==> config.mk <==
export PLATFORM = sky130hd
export DESIGN_NAME = zdly_cfg_seq
export DESIGN_NICKNAME = d
export VERILOG_FILES = /design/src/rtl/zdly_pkg.sv /design/src/rtl/zdly_bit_sync.sv /design/src/rtl/zdly_wait_timer.sv /design/src/rtl/zdly_ser_tx.sv /design/src/rtl/zdly_cfg_seq.sv
export SDC_FILE = /design/constraint.sdc
export NUM_CORES = 1
export LEC_CHECK = 0
export BUFFER_PORTS_ARGS = -buffer_cell sky130_fd_sc_hd__buf_2
export CORE_AREA = 10 10 209 211
export CTS_CLUSTER_SIZE = 12
export DETAILED_ROUTE_END_ITERATION = 16
export DIE_AREA = 0 0 219 221
export GPL_TIMING_DRIVEN = 0
export PLACE_DENSITY = 0.51
export REMOVE_ABC_BUFFERS = 1
export SYNTH_ARGS = -nofsm -noshare
export SYNTH_HDL_FRONTEND = slang
export SYNTH_HIERARCHICAL = 1
export SYNTH_SLANG_ARGS = --single-unit
==> constraint.sdc <==
create_clock -name clk -period 4.4 [get_ports clk]
set_clock_uncertainty 0.15 [all_clocks]
set_input_delay 0.88 -clock clk [delete_from_list [all_inputs] [get_ports clk]]
set_output_delay 0.88 -clock clk [all_outputs]
set_load 0.05 [all_outputs]
==> src/rtl/zdly_pkg.sv <==
package zdly_pkg;
  localparam int WORD_W  = 32;
  localparam int ADDR_W  = 4;
  localparam int NSLOT   = 1 << ADDR_W;
  localparam int NWRITE  = 17;
  localparam int IDX_W   = $clog2(NWRITE);
  localparam int LAST_P1 = 14;   // index of the calibration-starting write
  localparam int P2_R0   = 15;   // index of the phase-two register-0 write
  localparam int BIT_RST = 31;
  localparam int BIT_ZDM = 30;
  localparam int BIT_LDM = 29;

  typedef enum logic [1:0] {ST_IDLE, ST_SEND, ST_CAL} seq_st_e;

  // register address for each write slot of the procedure
  function automatic logic [ADDR_W-1:0] seq_addr(input logic [IDX_W-1:0] idx);
    logic [ADDR_W-1:0] a;
    case (idx)
      5'd0, 5'd15: a = 4'd0;
      5'd9:        a = 4'd8;
      5'd10:       a = 4'd9;
      5'd11:       a = 4'd11;
      5'd12:       a = 4'd13;
      5'd13:       a = 4'd14;
      5'd14, 5'd16: a = 4'd15;
      default:     a = ADDR_W'(idx - 5'd1);
    endcase
    return a;
  endfunction
endpackage

==> src/rtl/zdly_bit_sync.sv <==
module zdly_bit_sync #(
  parameter int STAGES = 2
) (
  input  logic clk,
  input  logic rst_n,
  input  logic d_i,
  output logic q_o
);
  logic [STAGES-1:0] ff_q;

  generate
    if (STAGES == 1) begin : g_one
      always_ff @(posedge clk or negedge rst_n)
        if (!rst_n) ff_q <= '0;
        else        ff_q <= d_i;
    end else begin : g_chain
      always_ff @(posedge clk or negedge rst_n)
        if (!rst_n) ff_q <= '0;
        else        ff_q <= {ff_q[STAGES-2:0], d_i};
    end
  endgenerate

  assign q_o = ff_q[STAGES-1];
endmodule

==> src/rtl/zdly_wait_timer.sv <==
module zdly_wait_timer #(
  parameter int CNT_W = 20
) (
  input  logic             clk,
  input  logic             rst_n,
  input  logic             clr_i,
  input  logic [CNT_W-1:0] limit_i,
  output logic             expired_o
);
  logic [CNT_W-1:0] cnt_q;

  // expiry is reached on the limit_i-th evaluation after a clear
  assign expired_o = (cnt_q == limit_i - 1'b1);

  always_ff @(posedge clk or negedge rst_n) begin
    if (!rst_n)          cnt_q <= '0;
    else if (clr_i)      cnt_q <= '0;
    else if (!expired_o) cnt_q <= cnt_q + 1'b1;
  end
endmodule

==> src/rtl/zdly_ser_tx.sv <==
module zdly_ser_tx #(
  parameter int WORD_W   = 32,
  parameter int SCK_HALF = 4
) (
  input  logic              clk,
  input  logic              rst_n,
  input  logic              start_i,
  input  logic [WORD_W-1:0] word_i,
  output logic              done_o,
  output logic              sck_o,
  output logic              sdo_o,
  output logic              le_o
);
  localparam int DIV_W = $clog2(2 * SCK_HALF + 1);
  localparam int BIT_W = $clog2(WORD_W);
  localparam logic [DIV_W-1:0] HALF_END  = DIV_W'(SCK_HALF - 1);
  localparam logic [DIV_W-1:0] LATCH_END = DIV_W'(2 * SCK_HALF - 1);
  localparam logic [BIT_W-1:0] LAST_BIT  = BIT_W'(WORD_W - 1);

  logic              busy_q, latch_q, hi_q;
  logic [DIV_W-1:0]  div_q;
  logic [BIT_W-1:0]  bit_q;
  logic [WORD_W-1:0] sh_q;

  assign sdo_o = sh_q[WORD_W-1];

  always_ff @(posedge clk or negedge rst_n) begin
    if (!rst_n) begin
      busy_q <= 1'b0; latch_q <= 1'b0; hi_q <= 1'b0;
      div_q <= '0; bit_q <= '0; sh_q <= '0;
      sck_o <= 1'b0; le_o <= 1'b0; done_o <= 1'b0;
    end else begin
      done_o <= 1'b0;
      if (!busy_q) begin
        if (start_i) begin
          busy_q <= 1'b1; latch_q <= 1'b0; hi_q <= 1'b0;
          div_q <= '0; bit_q <= '0; sh_q <= word_i; sck_o <= 1'b0;
        end
      end else if (latch_q) begin
        if (div_q == LATCH_END) begin
          le_o <= 1'b0; latch_q <= 1'b0; busy_q <= 1'b0;
          done_o <= 1'b1; div_q <= '0;
        end else begin
          div_q <= div_q + 1'b1;
        end
      end else if (div_q == HALF_END) begin
        div_q <= '0;
        if (!hi_q) begin
          sck_o <= 1'b1; hi_q <= 1'b1;
        end else begin
          sck_o <= 1'b0; hi_q <= 1'b0;
          if (bit_q == LAST_BIT) begin
            le_o <= 1'b1; latch_q <= 1'b1;
          end else begin
            bit_q <= bit_q + 1'b1;
            sh_q  <= {sh_q[WORD_W-2:0], 1'b0};
          end
        end
      end else begin
        div_q <= div_q + 1'b1;
      end
    end
  end
endmodule

==> src/rtl/zdly_cfg_seq.sv <==
module zdly_cfg_seq
  import zdly_pkg::*;
#(
  parameter int SCK_HALF  = 4,
  parameter int TMO_CYC   = 1_000_000,
  parameter int WAIT_CYC  = 500_000,
  parameter int SYNC_STG  = 2
) (
  input  logic                    clk,
  input  logic                    rst_n,
  input  logic                    start_i,
  input  logic                    ld_mon_en_i,
  input  logic                    lock_det_i,
  input  logic [NSLOT*WORD_W-1:0] reg_img_i,
  input  logic [WORD_W-1:0]       n_img_i,
  output logic                    busy_o,
  output logic                    done_o,
  output logic                    err_o,
  output logic                    out_en_o,
  output logic                    sync_o,
  output logic                    sck_o,
  output logic                    sdo_o,
  output logic                    le_o
);
  localparam int MAX_CYC = (TMO_CYC > WAIT_CYC) ? TMO_CYC : WAIT_CYC;
  localparam int CNT_W   = $clog2(MAX_CYC + 1);
  localparam logic [IDX_W-1:0] IDX_P1 = IDX_W'(LAST_P1);
  localparam logic [IDX_W-1:0] IDX_R0B = IDX_W'(P2_R0);
  localparam logic [IDX_W-1:0] IDX_END = IDX_W'(NWRITE - 1);

  seq_st_e           st_q;
  logic [IDX_W-1:0]  idx_q;
  logic              issued_q, mon_q;
  logic              tx_start, tx_done, ld_s, tmr_exp, tmr_clr;
  logic [CNT_W-1:0]  tmr_lim;
  logic [ADDR_W-1:0] addr;
  logic [WORD_W-1:0] img, word;

  // ---------------- word assembly ----------------
  assign addr = seq_addr(idx_q);
  assign img  = reg_img_i[int'(addr)*WORD_W +: WORD_W];

  always_comb begin
    word = {img[WORD_W-1:ADDR_W], addr};
    if (idx_q == '0) begin
      word = '0;
      word[BIT_RST] = 1'b1;
    end else if (idx_q == IDX_END) begin
      word = {n_img_i[WORD_W-1:ADDR_W], addr};
    end else if (addr == '0) begin
      word[BIT_RST] = 1'b0;
      word[BIT_ZDM] = (idx_q == IDX_R0B);
      word[BIT_LDM] = 1'b1;
    end
  end

  // bits the sequencer always overrides, and slots never written
  logic unused_img_bits;
  always_comb begin
    unused_img_bits = ^n_img_i[ADDR_W-1:0] ^ ^reg_img_i[10*WORD_W +: WORD_W]
                    ^ ^reg_img_i[12*WORD_W +: WORD_W];
    for (int s = 0; s < NSLOT; s++)
      unused_img_bits = unused_img_bits ^ ^reg_img_i[s*WORD_W +: ADDR_W];
  end

  // ---------------- sub-blocks ----------------
  zdly_ser_tx #(.WORD_W(WORD_W), .SCK_HALF(SCK_HALF)) u_tx (
    .clk(clk), .rst_n(rst_n), .start_i(tx_start), .word_i(word),
    .done_o(tx_done), .sck_o(sck_o), .sdo_o(sdo_o), .le_o(le_o)
  );

  zdly_bit_sync #(.STAGES(SYNC_STG)) u_ldsync (
    .clk(clk), .rst_n(rst_n), .d_i(lock_det_i), .q_o(ld_s)
  );

  assign tmr_clr = (st_q != ST_CAL);
  assign tmr_lim = mon_q ? CNT_W'(TMO_CYC) : CNT_W'(WAIT_CYC);

  zdly_wait_timer #(.CNT_W(CNT_W)) u_tmr (
    .clk(clk), .rst_n(rst_n), .clr_i(tmr_clr), .limit_i(tmr_lim),
    .expired_o(tmr_exp)
  );

  // ---------------- sequencing ----------------
  assign tx_start = (st_q == ST_SEND) && !issued_q;
  assign busy_o   = (st_q != ST_IDLE);

  always_ff @(posedge clk or negedge rst_n) begin
    if (!rst_n) begin
      st_q <= ST_IDLE; idx_q <= '0; issued_q <= 1'b0; mon_q <= 1'b0;
      done_o <= 1'b0; err_o <= 1'b0; out_en_o <= 1'b0; sync_o <= 1'b0;
    end else begin
      case (st_q)
        ST_IDLE: if (start_i) begin
          st_q <= ST_SEND; idx_q <= '0; issued_q <= 1'b0;
          mon_q <= ld_mon_en_i; done_o <= 1'b0; err_o <= 1'b0;
          out_en_o <= 1'b0; sync_o <= 1'b0;
        end
        ST_SEND: begin
          if (!issued_q) begin
            issued_q <= 1'b1;
          end else if (tx_done) begin
            issued_q <= 1'b0;
            if (idx_q == IDX_P1) begin
              st_q <= ST_CAL;
            end else if (idx_q == IDX_END) begin
              st_q <= ST_IDLE; done_o <= 1'b1;
            end else begin
              idx_q <= idx_q + 1'b1;
            end
          end
        end
        ST_CAL: begin
          // a lock sample wins over a timeout in the same cycle
          if ((mon_q && ld_s) || (!mon_q && tmr_exp)) begin
            st_q <= ST_SEND; idx_q <= IDX_R0B; issued_q <= 1'b0;
            out_en_o <= 1'b1; sync_o <= 1'b1;
          end else if (mon_q && tmr_exp) begin
            st_q <= ST_IDLE; err_o <= 1'b1;
          end
        end
        default: st_q <= ST_IDLE;
      endcase
    end
  end
endmodule

* Word level (Yosys, flattened, before mapping) *
Cells that the tools add are included.

word-level totals
  output and inout bits = 8
  input bits = 549
  bits in registers = 80
  word-level logic and storage cells = 163

operators by class
  reductions and logical operators = 30
  equal/unequal tests = 32
  multiplexer cells = 77
  add/subtract/negate cells = 6
  shifts and indexed selects = 1

operator list
  operator                                                count
  variable part select 512 x 10 -> 32 bit                 1
  two-way mux 32 bit                                      7
  two-way mux 20 bit                                      3
  two-way mux 5 bit                                       12
  == test 5 x 4 -> 1 bit (second input constant)          7
  two-way mux 1 bit                                       33
  two-way mux 29 bit                                      1
  case mux 4 bit (7 select lines)                         1
  inequality test 2 bit (second input constant)           13
  adder 20 x 1 -> 20 bit (second input constant)          1
  == test 20 bit                                          1
  two-way mux 4 bit                                       5
  subtractor 20 x 1 -> 20 bit (second input constant)     1
  case mux 5 bit (3 select lines)                         1
  AND reduction 5 bit                                     3
  two-way mux 2 bit                                       7
  nonzero test 2 bit                                      7
  adder 5 x 1 -> 5 bit (second input constant)            2
  == test 5 bit (second input constant)                   2
  AND reduction 3 bit                                     3
  AND reduction 7 bit                                     1
  two-way mux 3 bit                                       2
  inequality test 2 x 1 -> 1 bit (second input constant)  3
  case mux 1 bit (2 select lines)                         3
  21 further kinds                                        26

* Logic depth before layout (Yosys ltp) *
  depth after elaboration = 9
  mapped depth = 19
  gate-level depth less buffers = 15

* Hierarchy *
The synthesis kept the hierarchy.

modules (own cells, without submodules)
  module           sequential area each (um2)  instances  area each (um2)  cells an instance
  zdly_cfg_seq     300.3                       1          4949.7           857
  zdly_ser_tx      1151.1                      1          2197.1           184
  zdly_wait_timer  500.5                       1          1951.9           226
  zdly_bit_sync    50.0                        1          50.0             2

* Worst setup path before layout *
No wires, ideal clock.

  kind = register -> register
  from = register mon_q
  to = register idx_q[2]
  arrival = 4160 ps
  library setup time = 121 ps
  required time = 4129 ps
  path buffers = 4
  setup slack = -31 ps
  clock period less this slack = 4431 ps
  cell stages (with the launch flop) = 16
  path through = dfrtp_1 > inv_1 > nor4_4 > buf_6 > nand4_1 > xnor2_1 > a2111oi_1 > o2111ai_2 > nor3_4 > buf_6 > buf_6 > mux2i_1 > a21oi_1 > o211ai_1 > clkbuf_1 > a22o_1

between the ends
  word-level cells in the longest chain between the ends = 7
  elaborated cells on any way between the ends = 9
  those cells by class = 1 x add/sub; 2 x eq/ne; 1 x mux; 5 x reduce/logical

ends and longest elaborated chain
  item                                    RTL line               text
  start, declared                         zdly_cfg_seq.sv:33     logic issued_q, mon_q;
  start signal, assigned                  zdly_cfg_seq.sv:90     st_q <= ST_IDLE; idx_q <= '0; issued_q <= 1'b0; mon_q <= 1'b0;
  start signal, assigned                  zdly_cfg_seq.sv:96     mon_q <= ld_mon_en_i; done_o <= 1'b0; err_o <= 1'b0;
  two-way mux 20 bit                      zdly_cfg_seq.sv:77     assign tmr_lim = mon_q ? CNT_W'(TMO_CYC) : CNT_W'(WAIT_CYC);
  via tmr_lim[13]                         zdly_cfg_seq.sv:35     logic [CNT_W-1:0] tmr_lim;
  subtractor 20 x 1 -> 20 bit             zdly_wait_timer.sv:13  assign expired_o = (cnt_q == limit_i - 1'b1);
  == test 20 bit                          zdly_wait_timer.sv:13
  via tmr_exp                             zdly_cfg_seq.sv:34     logic tx_start, tx_done, ld_s, tmr_exp, tmr_clr;
  logical AND 1 bit                       zdly_cfg_seq.sv:115    if ((mon_q && ld_s) || (!mon_q && tmr_exp)) begin
  logical OR 1 bit                        zdly_cfg_seq.sv:115
  inequality test 2 bit (no source line)  n/a
  AND reduction 7 bit (no source line)    n/a
  end signal, assigned                    zdly_cfg_seq.sv:109    idx_q <= idx_q + 1'b1;
  end, declared                           zdly_cfg_seq.sv:32     logic [IDX_W-1:0] idx_q;

The timed path passes the listed nets, and every way through them passes these cells.
A chain may end at the register's enable or synchronous reset.

* Final worst setup path *
  from = register idx_q[0]
  to = register u_tx.sh_q[19]

between the ends
  word-level cells in the longest chain between the ends = 8
  elaborated cells on any way between the ends = 18
  those cells by class = 1 x add/sub; 8 x eq/ne; 1 x shift; 5 x mux; 3 x reduce/logical

ends and longest elaborated chain
  item                                                                               RTL line            text
  parallel branches: the longest is 5 deep, another holds subtractor 4 x 1 -> 4 bit  n/a
  two-way mux 32 bit *                                                               zdly_cfg_seq.sv:45  if (idx_q == '0) begin
  via word[19]                                                                       zdly_cfg_seq.sv:37  logic [WORD_W-1:0] img, word;
  two-way mux 32 bit *                                                               zdly_ser_tx.sv:35   if (start_i) begin
  two-way mux 32 bit *                                                               zdly_ser_tx.sv:34   if (!busy_q) begin
  end signal, assigned                                                               zdly_ser_tx.sv:56   sh_q <= {sh_q[WORD_W-2:0], 1'b0};
  end, declared                                                                      zdly_ser_tx.sv:23   logic [WORD_W-1:0] sh_q;

Mark *: on every way through the listed nets, which the timed path passes. The select of a mux whose other input is x is not followed.

==> flow_metrics.env <==
export IMPL_setup_violations=0
export IMPL_cpMostUsedCell="nand3_1"
export IMPL_synth_top_family_by_area="simple AND/OR/NAND/NOR gates"
export IMPL_power_density_nw_per_um2=168
export IMPL_grt_antenna_before_repair=57
export IMPL_start_util_pct=23.2
export IMPL_synthesis_instances=1269
export IMPL_avgRoutedWirePerCell_microns=25.1
export IMPL_crit_buf_inv=3
export IMPL_final_core_util_pct=32.9
export IMPL_grt_pass1_vias=11800
export IMPL_drv_cap=0
export IMPL_ys_flop_type="dfrtp_1"
export IMPL_synth_seq_cells=80
export IMPL_worst_path_max_fanout=31
export IMPL_ctsHoldBuffers=0
export IMPL_synthesis_area_sq_um=9150
export IMPL_crit_required_ps=4480
export IMPL_io_buffer_count=485
export IMPL_grt_max_degree=85
export IMPL_fp_dieW_microns=219
export IMPL_leakage_nw=5.81
export IMPL_num_io_pins=557
export IMPL_fp_coreArea_sq_um=39500
export IMPL_yosysSeqAreaShare_pct=21.9
export IMPL_wl_microns=58000
export IMPL_synth_edf_count=0
export IMPL_die_h_microns=221
export IMPL_area_growth_pct=42.1
export IMPL_clkTransAtPathRegs_ps=70
export IMPL_cts_root_buffer="clkbuf_16"
export IMPL_hp_class="reg -> reg"
export IMPL_holdWs_ps=202
export IMPL_fin_crit_ps=4210
export IMPL_final_hold_viol_count=0
export IMPL_max_freq_ghz=0.237
export IMPL_synth_fa_ha_area_share_pct=2.05
export IMPL_synth_compound_area_share_pct=18.2
export IMPL_drt_iter0_markers=1087
export IMPL_worstMarginPinSlew_ps=1320
export IMPL_status="completed"
export IMPL_drtAntennaViolNets=0
export IMPL_wl_met2_microns=26800
export IMPL_path_cells="inv_1, ha_1, nor3b_4, a21oi_1, a311oi_4, inv_2, nor2_4, buf_12, nand3_1, nand4_1, nand3_1, nand2b_1, o221a_1"
export IMPL_ys_types=90
export IMPL_start_kind="register"
export IMPL_relSlewSlack_pct=11.9
export IMPL_critPathArrivalTime_ps=4300
export IMPL_clkLatencyLatePin_ps=350
export IMPL_gr_total_overflow=0
export IMPL_ir_drop_mv=0.191
export IMPL_synthSimpleGateAreaFrac_pct=38.3
export IMPL_place_area_sq_um=12200
export IMPL_cts_buffers=9
export IMPL_synth_xor_area_share_pct=3.02
export IMPL_grt_pass1_wl_microns=81600
export IMPL_place_hpwl_microns=45800
export IMPL_crit_path_max_incr_delay_ps=580
export IMPL_h_tree_depth=3
export IMPL_die_area_sq_um=48400
export IMPL_async_flop_share_pct=100
export IMPL_crit_path_top_delay_cell="nor2_4"
export IMPL_yosysWarnings=6
export IMPL_num_vias=12000
export IMPL_cts_sinks=80
export IMPL_dr_pass1_iters=7
export IMPL_grt_use_total_pct=22.7
export IMPL_wl_met1_microns=23600
export IMPL_crit_type="reg -> reg"
export IMPL_report_final_slew_viol_count=0
export IMPL_cts_tree="built"
export IMPL_layout_drive_gt1_share_pct=33.8
export IMPL_synth_area_per_cell_sq_um=7.21
export IMPL_nets=2311
export IMPL_viasPerCell=5.18
export IMPL_synth_area_mux_share_pct=9.34
export IMPL_clockBufferDepth=2
export IMPL_min_period_over_period_pct=95.7
export IMPL_fillers=4357
export IMPL_gp_congestion=0.958
export IMPL_num_rows=73
export IMPL_rsz0062_at_grt="no"
export IMPL_drc_errors=0
export IMPL_crit_path_end_kind="register"
export IMPL_wl_met3_microns=5700
export IMPL_final_cell_area_sq_um=13000
export IMPL_crit_family="simple AND/OR/NAND/NOR gates"
export IMPL_top_layer_used="met5"
layout make-up:
class / instances / area, sq um / share of cell area (%)
inverter: 31 / 133 / 1.02
multi-input combinational: 1107 / 6840 / 52.6
antenna: 33 / 82.6 / 0.635
timing repair buffer: 518 / 2910 / 22.4
clock inverter: 5 / 128 / 0.982
tap: 525 / 657 / 5.05
sequential: 80 / 2010 / 15.4
clock buffer: 11 / 243 / 1.87
flip-flops by register name, indices dropped and copies added, names as in the netlist:
name / flops
idx_q: 5
u_tx/bit_q: 5
u_tmr/cnt_q: 20
u_tx/hi_q: 1
st_q: 2
mon_q: 1
done_o: 1
u_tx/latch_q: 1
u_tx/le_o: 1
u_tx/done_o: 1
err_o: 1
u_tx/sh_q: 32
u_ldsync/ff_q: 2
u_tx/busy_q: 1
sync_o: 1
issued_q: 1
u_tx/div_q: 4
worst register-to-register path, stage by stage, from the launching register on:
cell and delay [ps]:
dfrtp_2 470, inv_1 130, ha_1 330, nor3b_4 400
a21oi_1 250, a311oi_4 390, inv_2 260, nor2_4 580
buf_12 280, nand3_1 270, nand4_1 170, nand3_1 110
nand2b_1 150, o221a_1 150
cell families (layout without fill, tap and decap cells):
kind of cell	Yosys count	in the layout
AND/OR/NAND/NOR	729	731
AO/OA/AOI/OAI	204	206
buffers and inverters	128	565
multiplexers	81	81
flip-flops	80	80
XOR/XNOR	30	30
adder cells (fa/ha/maj)	15	15
other	2	77
metal layers:
metal	vias to the layer above	GRT usage, %
li1	5595	-
met1	5693	29.9
met2	566	36.2
met3	94	5.36
met4	20	6.45
met5	-	0
path summary, 6_finish.rpt:
check | startpoint | endpoint | slack [ps] | depth (start not counted)
setup / recovery | idx_q[0] | u_tx/sh_q[19] | 190 | 13
hold / removal | u_ldsync/ff_q[0] | u_ldsync/ff_q[1] | 200 | 0
setup reg to reg | idx_q[0] | u_tx/sh_q[19] | 190 | 13
hold reg to reg | u_ldsync/ff_q[0] | u_ldsync/ff_q[1] | 200 | 0
max in group asynchronous | rst_n | u_tx/sh_q[31] | 3210 | 2
min in group asynchronous | rst_n | u_tmr/cnt_q[0] | 260 | 1
metrics by stage:
step / power [mW] / instances / TNS, ps / worst slack, ps
final: 2.18 / 2310 / 0 / 189
after global routing: 2.28 / 2292 / 0 / 25.1
after CTS: 2.20 / 2269 / 0 / 30.0
after detailed placement: 1.23 / 2235 / -29940 / -1680
after global placement: 1.22 / 2224 / -277540 / -8670
after floorplan: 0.942 / 1214 / -82430 / -3080
layout by cell type, fill, tap and decap left out, drive strengths merged, types with 13 or more instances in the layout:
master | netlist | routed
xnor2 | 15 | 15
nand2b | 40 | 40
o221a | 31 | 31
conb | 2 | 44
a21oi | 32 | 32
o31ai | 13 | 13
xor2 | 14 | 14
nand3 | 145 | 145
nand2 | 369 | 369
nor2 | 32 | 33
nor3 | 13 | 14
a32oi | 50 | 50
buf | 46 | 515
ha | 15 | 15
mux2i | 70 | 70
dfrtp | 80 | 80
o21ai | 27 | 27
nand4 | 63 | 63
inv | 29 | 28
diode | 0 | 33
Yosys cell counts (4+ instances only):
library cell,n,area (sq um)
buf_4,9,67.6
buf_2,23,115
or3_1,10,62.6
mux2_2,4,45.0
o21ai_1,10,50.1
nand2_1,369,1390
o221a_1,28,315
or4_1,8,60.1
xor2_1,14,123
nand2b_1,40,250
nand4_1,62,388
nor3_1,10,50.1
xnor2_1,15,131
o21ai_0,16,80.1
a41oi_1,4,35.0
o31ai_1,12,90.1
inv_1,27,101
and3_1,9,56.3
nand3_1,145,726
a22o_1,4,35.0
a31oi_1,6,37.5
dfrtp_1,80,2000
mux2i_1,70,701
nor2b_1,9,56.3
a21oi_1,32,160
ha_1,15,188
buf_6,13,146
clkbuf_1,51,191
a32oi_1,50,438
nor4_1,5,31.3
o211ai_1,4,30.0
nor2_1,32,120
repair_timing:
item,4_1_cts,5_1_grt
setup buffers,12,6
pin swaps,5,1
gates cloned,6,1
gates resized for setup,10,4
endpoints found under the setup margin,55,23
power by group:
group	internal (mW)	total, mW	switching (mW)	leakage [nW]
combinational	0.242	0.462	0.220	4.59
sequential	0.748	0.762	0.0147	1.05
clock	0.629	0.958	0.329	0.176
total	1.62	2.18	0.564	5.81
(Power assumes the default switching activity.)
